File: config.mk
export PLATFORM = sky130hd
export DESIGN_NAME = cturn_xint
export DESIGN_NICKNAME = d
export VERILOG_FILES = /design/src/rtl/cturn_pkg.sv /design/src/rtl/cturn_bank_ram.sv /design/src/rtl/cturn_rd_seq.sv /design/src/rtl/cturn_cmac.sv /design/src/rtl/cturn_xint.sv
export SDC_FILE = /design/constraint.sdc
export NUM_CORES = 2
export LEC_CHECK = 0
export ABC_AREA = 0
export BUFFER_PORTS_ARGS = -buffer_cell sky130_fd_sc_hd__buf_2
export CORE_UTILIZATION = 60
export DETAILED_ROUTE_END_ITERATION = 10
export PLACE_DENSITY = 0.76
export SLEW_MARGIN = 5
export SYNTH_ARGS = -nofsm -noshare
export SYNTH_HDL_FRONTEND = slang
export SYNTH_SLANG_ARGS = --single-unit
File: constraint.sdc
create_clock -name clk -period 18.55 [get_ports clk]
set_input_delay 0.9275 -clock clk [delete_from_list [all_inputs] [get_ports clk]]
set_output_delay 0.9275 -clock clk [all_outputs]
set_load 0.005 [all_outputs]
File: src/rtl/cturn_pkg.sv
package cturn_pkg;

  // width of one complex cross-product component for W-bit samples
  function automatic int prod_width(input int w);
    return 2 * w + 1;
  endfunction

  // width of the integrator holding m such products without overflow
  function automatic int sum_width(input int w, input int m);
    return 2 * w + 1 + $clog2(m);
  endfunction

  // position of a read-back sample inside its channel group
  typedef struct packed {
    logic first;
    logic last;
  } grp_tag_t;

endpackage

File: src/rtl/cturn_bank_ram.sv
module cturn_bank_ram #(
  parameter int DW    = 16,
  parameter int DEPTH = 64
) (
  input  logic                     clk,
  input  logic                     we,
  input  logic [$clog2(DEPTH)-1:0] waddr,
  input  logic [DW-1:0]            wdata,
  input  logic                     re,
  input  logic [$clog2(DEPTH)-1:0] raddr,
  output logic [DW-1:0]            rdata
);

  logic [DW-1:0] mem [DEPTH];

  always_ff @(posedge clk) begin
    if (we) mem[waddr] <= wdata;
  end

  // registered read with enable: maps onto a simple dual-port block RAM
  always_ff @(posedge clk) begin
    if (re) rdata <= mem[raddr];
  end

endmodule

File: src/rtl/cturn_rd_seq.sv
module cturn_rd_seq #(
  parameter int NCH  = 8,
  parameter int MSEG = 4
) (
  input  logic                              clk,
  input  logic                              rst,
  input  logic                              advance,
  input  logic [1:0]                        bank_full,
  output logic                              rd_en,
  output logic [$clog2(NCH*MSEG):0]         rd_addr,
  output cturn_pkg::grp_tag_t               rd_tag,
  output logic [$clog2(NCH)-1:0]            rd_chan,
  output logic [1:0]                        release_bank
);

  localparam int CW = $clog2(NCH);
  localparam int SW = $clog2(MSEG);

  logic          bank;
  logic [CW-1:0] ch;
  logic [SW-1:0] sg;
  logic          seg_end;
  logic          ch_end;

  assign seg_end = (sg == SW'(MSEG - 1));
  assign ch_end  = (ch == CW'(NCH - 1));
  assign rd_en   = advance & bank_full[bank];

  // segment index is the fastest-moving field: channel-major readout
  assign rd_addr      = {bank, sg, ch};
  assign rd_chan      = ch;
  assign rd_tag.first = (sg == '0);
  assign rd_tag.last  = seg_end;

  always_comb begin
    release_bank = 2'b00;
    if (rd_en && seg_end && ch_end) release_bank[bank] = 1'b1;
  end

  always_ff @(posedge clk) begin
    if (rst) begin
      bank <= 1'b0;
      ch   <= '0;
      sg   <= '0;
    end else if (rd_en) begin
      sg <= sg + 1'b1;
      if (seg_end) begin
        ch <= ch + 1'b1;
        if (ch_end) bank <= ~bank;
      end
    end
  end

endmodule

File: src/rtl/cturn_cmac.sv
module cturn_cmac #(
  parameter int W    = 8,
  parameter int NCH  = 8,
  parameter int MSEG = 4
) (
  input  logic                                         clk,
  input  logic                                         rst,
  input  logic                                         advance,
  input  logic                                         in_vld,
  input  cturn_pkg::grp_tag_t                          in_tag,
  input  logic [$clog2(NCH)-1:0]                       in_chan,
  input  logic signed [W-1:0]                          xr,
  input  logic signed [W-1:0]                          xi,
  input  logic signed [W-1:0]                          yr,
  input  logic signed [W-1:0]                          yi,
  output logic                                         out_valid,
  output logic [$clog2(NCH)-1:0]                       out_chan,
  output logic signed [cturn_pkg::sum_width(W,MSEG)-1:0] out_re,
  output logic signed [cturn_pkg::sum_width(W,MSEG)-1:0] out_im
);

  localparam int MW = 2 * W;
  localparam int PW = cturn_pkg::prod_width(W);
  localparam int OW = cturn_pkg::sum_width(W, MSEG);

  logic signed [MW-1:0] xr_e, xi_e, yr_e, yi_e;
  logic signed [MW-1:0] m_rr, m_ii, m_ir, m_ri;
  logic signed [PW-1:0] p_re, p_im;
  logic signed [OW-1:0] acc_re, acc_im;
  logic signed [OW-1:0] nxt_re, nxt_im;

  assign xr_e = MW'(xr);
  assign xi_e = MW'(xi);
  assign yr_e = MW'(yr);
  assign yi_e = MW'(yi);

  assign m_rr = xr_e * yr_e;
  assign m_ii = xi_e * yi_e;
  assign m_ir = xi_e * yr_e;
  assign m_ri = xr_e * yi_e;

  // X * conj(Y)
  assign p_re = PW'(m_rr) + PW'(m_ii);
  assign p_im = PW'(m_ir) - PW'(m_ri);

  // first product of a group restarts the running sum
  assign nxt_re = in_tag.first ? OW'(p_re) : acc_re + OW'(p_re);
  assign nxt_im = in_tag.first ? OW'(p_im) : acc_im + OW'(p_im);

  always_ff @(posedge clk) begin
    if (rst) begin
      acc_re    <= '0;
      acc_im    <= '0;
      out_valid <= 1'b0;
      out_chan  <= '0;
      out_re    <= '0;
      out_im    <= '0;
    end else if (advance) begin
      out_valid <= 1'b0;
      if (in_vld) begin
        acc_re <= nxt_re;
        acc_im <= nxt_im;
        if (in_tag.last) begin
          out_valid <= 1'b1;
          out_chan  <= in_chan;
          out_re    <= nxt_re;
          out_im    <= nxt_im;
        end
      end
    end
  end

endmodule

File: src/rtl/cturn_xint.sv
module cturn_xint #(
  parameter int W    = 8,
  parameter int NCH  = 8,
  parameter int MSEG = 4
) (
  input  logic                                           clk,
  input  logic                                           rst,
  input  logic                                           in_valid,
  output logic                                           in_ready,
  input  logic signed [W-1:0]                            in_xr,
  input  logic signed [W-1:0]                            in_xi,
  input  logic signed [W-1:0]                            in_yr,
  input  logic signed [W-1:0]                            in_yi,
  output logic                                           out_valid,
  input  logic                                           out_ready,
  output logic [$clog2(NCH)-1:0]                         out_chan,
  output logic signed [cturn_pkg::sum_width(W,MSEG)-1:0] out_re,
  output logic signed [cturn_pkg::sum_width(W,MSEG)-1:0] out_im
);

  localparam int CW    = $clog2(NCH);
  localparam int DEPTH = NCH * MSEG;
  localparam int AW    = $clog2(DEPTH);
  localparam int LW    = 2 * W;

  // ---------------- write side ----------------
  logic          wr_bank;
  logic [AW-1:0] wr_cnt;
  logic [1:0]    bank_full;
  logic [1:0]    release_bank;
  logic          accept;
  logic          fill_done;

  assign in_ready  = ~bank_full[wr_bank];
  assign accept    = in_valid & in_ready;
  assign fill_done = accept && (wr_cnt == AW'(DEPTH - 1));

  // linear count equals segment * NCH + channel
  always_ff @(posedge clk) begin
    if (rst) begin
      wr_bank <= 1'b0;
      wr_cnt  <= '0;
    end else if (accept) begin
      wr_cnt <= wr_cnt + 1'b1;
      if (fill_done) wr_bank <= ~wr_bank;
    end
  end

  for (genvar b = 0; b < 2; b++) begin : g_bank
    always_ff @(posedge clk) begin
      if (rst)                                 bank_full[b] <= 1'b0;
      else if (fill_done && wr_bank == 1'(b))  bank_full[b] <= 1'b1;
      else if (release_bank[b])                bank_full[b] <= 1'b0;
    end
  end

  // ---------------- read side ----------------
  logic                 advance;
  logic                 rd_en;
  logic [AW:0]          rd_addr;
  cturn_pkg::grp_tag_t  rd_tag;
  logic [CW-1:0]        rd_chan;

  assign advance = ~out_valid | out_ready;

  cturn_rd_seq #(.NCH(NCH), .MSEG(MSEG)) u_rd (
    .clk          (clk),
    .rst          (rst),
    .advance      (advance),
    .bank_full    (bank_full),
    .rd_en        (rd_en),
    .rd_addr      (rd_addr),
    .rd_tag       (rd_tag),
    .rd_chan      (rd_chan),
    .release_bank (release_bank)
  );

  // ---------------- storage: one RAM per antenna lane ----------------
  logic [LW-1:0] lane_wdata [2];
  logic [LW-1:0] lane_rdata [2];

  assign lane_wdata[0] = {in_xr, in_xi};
  assign lane_wdata[1] = {in_yr, in_yi};

  for (genvar l = 0; l < 2; l++) begin : g_lane
    cturn_bank_ram #(.DW(LW), .DEPTH(2 * DEPTH)) u_ram (
      .clk   (clk),
      .we    (accept),
      .waddr ({wr_bank, wr_cnt}),
      .wdata (lane_wdata[l]),
      .re    (rd_en),
      .raddr (rd_addr),
      .rdata (lane_rdata[l])
    );
  end

  // tags travel alongside the one-cycle RAM read
  logic                s1_vld;
  cturn_pkg::grp_tag_t s1_tag;
  logic [CW-1:0]       s1_chan;

  always_ff @(posedge clk) begin
    if (rst) begin
      s1_vld  <= 1'b0;
      s1_tag  <= '0;
      s1_chan <= '0;
    end else if (advance) begin
      s1_vld  <= rd_en;
      s1_tag  <= rd_tag;
      s1_chan <= rd_chan;
    end
  end

  cturn_cmac #(.W(W), .NCH(NCH), .MSEG(MSEG)) u_mac (
    .clk       (clk),
    .rst       (rst),
    .advance   (advance),
    .in_vld    (s1_vld),
    .in_tag    (s1_tag),
    .in_chan   (s1_chan),
    .xr        ($signed(lane_rdata[0][LW-1:W])),
    .xi        ($signed(lane_rdata[0][W-1:0])),
    .yr        ($signed(lane_rdata[1][LW-1:W])),
    .yi        ($signed(lane_rdata[1][W-1:0])),
    .out_valid (out_valid),
    .out_chan  (out_chan),
    .out_re    (out_re),
    .out_im    (out_im)
  );

endmodule

==> flow_summary.toml <==
[die]
die-area_sq_um = 160000
io_pins = 79
rows = 145
core-area_sq_um = 157000
die_y_um = 400
start_util_pct = 60.6
die_x_um = 400

[setup_path]
path_class = "register to register"
cp.arrival_ns = 8.46
cp_top_family = "adder cells"
crit_required_ns = 19.19
path_max_fanout = 16
critPathMaxStageDelay_ns = 0.68
startpoint_type = "register"
cp_slowest_cell = "edfxtp_1"
critical_path_buf_inv_count = 5
endpoint_kind = "register"
critPathMostFrequentCell = "fa_1"

[detailed_routing]
drt_iter0_markers = 6201
drc_errors = 0
drt-pass1-iter-count = 6
routedWlPerCell_um = 32.7
viasPerCell = 6.64
ant_nets = 0
vias = 48000
routed_wirelength_um = 237000

[clocking]
cts_tree = "done"
cts-resized-gates = 0
insertion_delay_ns = 0.85
cts_buffers = 205
cts_max_path_buffers = 3
cts_sinks = 2180
post-cts-setup-buffer-count = 0
cts.reportedPaths.clkPinSlew_ns = 0.06
htree_levels = 4
cts_root_buffer = "clkbuf_16"
cts-hold-fix-buffers = 0

[synthesis]
synthesis.area_sq_um = 95000
syn_avg_cell_area_sq_um = 19.6
synth_nets = 5316
synthFlopType = "edfxtp_1"
ys_types = 57
yosysSeqAreaShare_pct = 67.9
yosys_register_bits = 2180
synth_edf_count = 2080
postSynthCellCount = 4842
synthArstFlopShare_pct = 0
synth_warnings = 0

[global_routing]
grt_pass1_vias = 49300
grt_pass1_wl_um = 342000
antenna_found_initial = 19
grtUsageMet1_pct = 41.5
grt_use_met3_pct = 5.69
overflow = 0
grt_max_degree = 80
grt-busiest-layer = "met2"
grt_util_all_layers_pct = 30.4
grt_util_met2_pct = 49.8

[power_and_ir_drop]
peakVddDrop_mv = 0.0881
pwr_density_cell_nw_per_um2 = 91.9
p_leak_uw = 0.0342

[finish]
num-nets-final = 5469
layout-drive-gt1-share_pct = 23.6
final_common_cell = "edfxtp_1"
fin_area_sq_um = 105000
syn2layout_area_growth_pct = 10.2
layout.cells.non_filler = 7231
most-common-layout-cells = "edfxtp_1, mux4_2, inv_1"

[timing]
finalSetupTns_ns = 0
tightest_slew_ns = 1.24
holdWs_ns = 0.449
min_period_ns = 7.82
max_slew_margin_pct = 17.6
fin_skew_ns = 0.0373
finalCritPeriodShare_pct = 42.2
hold_viol = 0
rsz0062_at_grt = "no"
timing.final.ws_setup_ns = 10.73
setup_violations = 0
drv_slew = 0
clock.fmax_mhz = 128

[placement]
dpl_cell_area_sq_um = 98200
placedCellCount = 6846
pre_cts_ws_ns = 10.83
dp_hpwl_um = 128000
gp_congestion = 0.875
port_buffers = 78

[status]
status = "finished, final reports clean"

[job]
drv_cap = 0

[hold_path]
hold_class = "input port to register"
-- routing by layer --
layer | wire [um] | share of wire [%] | up-vias
li1 | - | - | 19300
met1 | 86300 | 36 | 25300
met3 | 23800 | 10 | 504
met4 | 8840 | 3.7 | 10
met2 | 118000 | 50 | 2928
met5 | 59 | 0.025 | -
-- cells in the mapped netlist, drive strengths merged, types with 2 or more instances --
master | n | area, sq um
clkbuf | 125 | 469
o31a | 5 | 43.8
a211oi | 77 | 578
or3b | 3 | 26.3
mux2i | 20 | 200
inv | 354 | 1330
a311o | 2 | 20.0
nand2b | 11 | 68.8
and2 | 150 | 938
a31o | 3 | 26.3
dfxtp | 100 | 2000
a31oi | 7 | 43.8
nor2 | 215 | 807
a32oi | 2 | 17.5
nand2 | 149 | 559
or2 | 8 | 50.1
nor2b | 7 | 43.8
a21oi | 69 | 345
o21ai | 41 | 205
nand3b | 8 | 60.1
o21bai | 7 | 52.6
a2111oi | 2 | 17.5
fa | 281 | 5630
a21o | 16 | 120
o21a | 16 | 120
ha | 157 | 1960
nor3 | 16 | 80.1
xnor2 | 50 | 438
nand3 | 22 | 110
and3 | 4 | 25.0
o2111a | 2 | 22.5
mux4 | 672 | 15100
edfxtp | 2080 | 62500
nor4 | 3 | 18.8
nand4 | 3 | 18.8
or3 | 6 | 37.5
xor2 | 23 | 201
o2111ai | 3 | 26.3
o211ai | 8 | 60.1
buf | 104 | 503
o31ai | 3 | 22.5
-- worst paths after layout --
path                        startpoint                end  slack (ns)  cells after the start
max          g_lane[1].u_ram.rdata[10]   u_mac.acc_im[17]       10.73                     25
min                                rst    u_mac.out_re[2]        0.45                      2
max reg2reg  g_lane[1].u_ram.rdata[10]   u_mac.acc_im[17]       10.73                     25
min reg2reg          u_mac.out_chan[0]  u_mac.out_chan[0]        0.46                      2
-- final cells by class --
| class | instances | area [sq um] |
|---|---|---|
| Timing Repair Buffer | 175 | 1120 |
| Fill cell | 9820 | 52000 |
| Multi-Input combinational cell | 2079 | 28700 |
| Antenna cell | 5 | 12.5 |
| Inverter | 354 | 1340 |
| Tap cell | 2058 | 2570 |
| Clock buffer | 250 | 5360 |
| Sequential cell | 2180 | 64500 |
| Clock inverter | 130 | 1130 |
-- cells by family (layout without fill, tap and decap cells) --
| logic type | after synthesis | in the layout | share of synthesized area, % |
|---|---|---|---|
| adder cells (fa/ha/maj) | 438 | 438 | 7.99 |
| other | 0 | 5 | 0 |
| XOR/XNOR | 73 | 73 | 0.673 |
| AND/OR/NAND/NOR | 607 | 607 | 3.01 |
| AO/OA/AOI/OAI | 269 | 269 | 1.87 |
| multiplexers | 692 | 692 | 16.1 |
| buffers and inverters | 583 | 909 | 2.42 |
| flip-flops | 2180 | 2180 | 67.9 |
-- sequential cells by signal, indices dropped and copies added (netlist names) --
signal	count
s1_chan	3
s1_tag	2
u_mac.acc_im	19
u_mac.out_chan	3
s1_vld	1
g_lane.u_ram.rdata	32
u_rd.bank	1
u_mac.acc_re	19
u_rd.rd_chan	3
u_mac.out_im	19
wr_cnt	5
bank_full	2
wr_bank	1
u_rd.sg	2
g_lane.u_ram.mem	2048
u_mac.out_valid	1
u_mac.out_re	19
-- where the power goes --
group | internal (uW) | switching [uW] | total [uW]
Clock | 2250 | 1840 | 4090
Combinational | 23.7 | 109 | 132
Sequential | 5400 | 4.39 | 5410
-- metrics by stage --
| stage | power [uW] | utilization (%) |
|---|---|---|
| detailed placement | 5640 | 62.6 |
| global placement | 5630 | 62.6 |
| global route | 9840 | 66.8 |
| finish | 9620 | 66.8 |
| floorplan | 5540 | - |
| CTS | 9660 | 66.8 |
(Power assumes the default switching activity.)
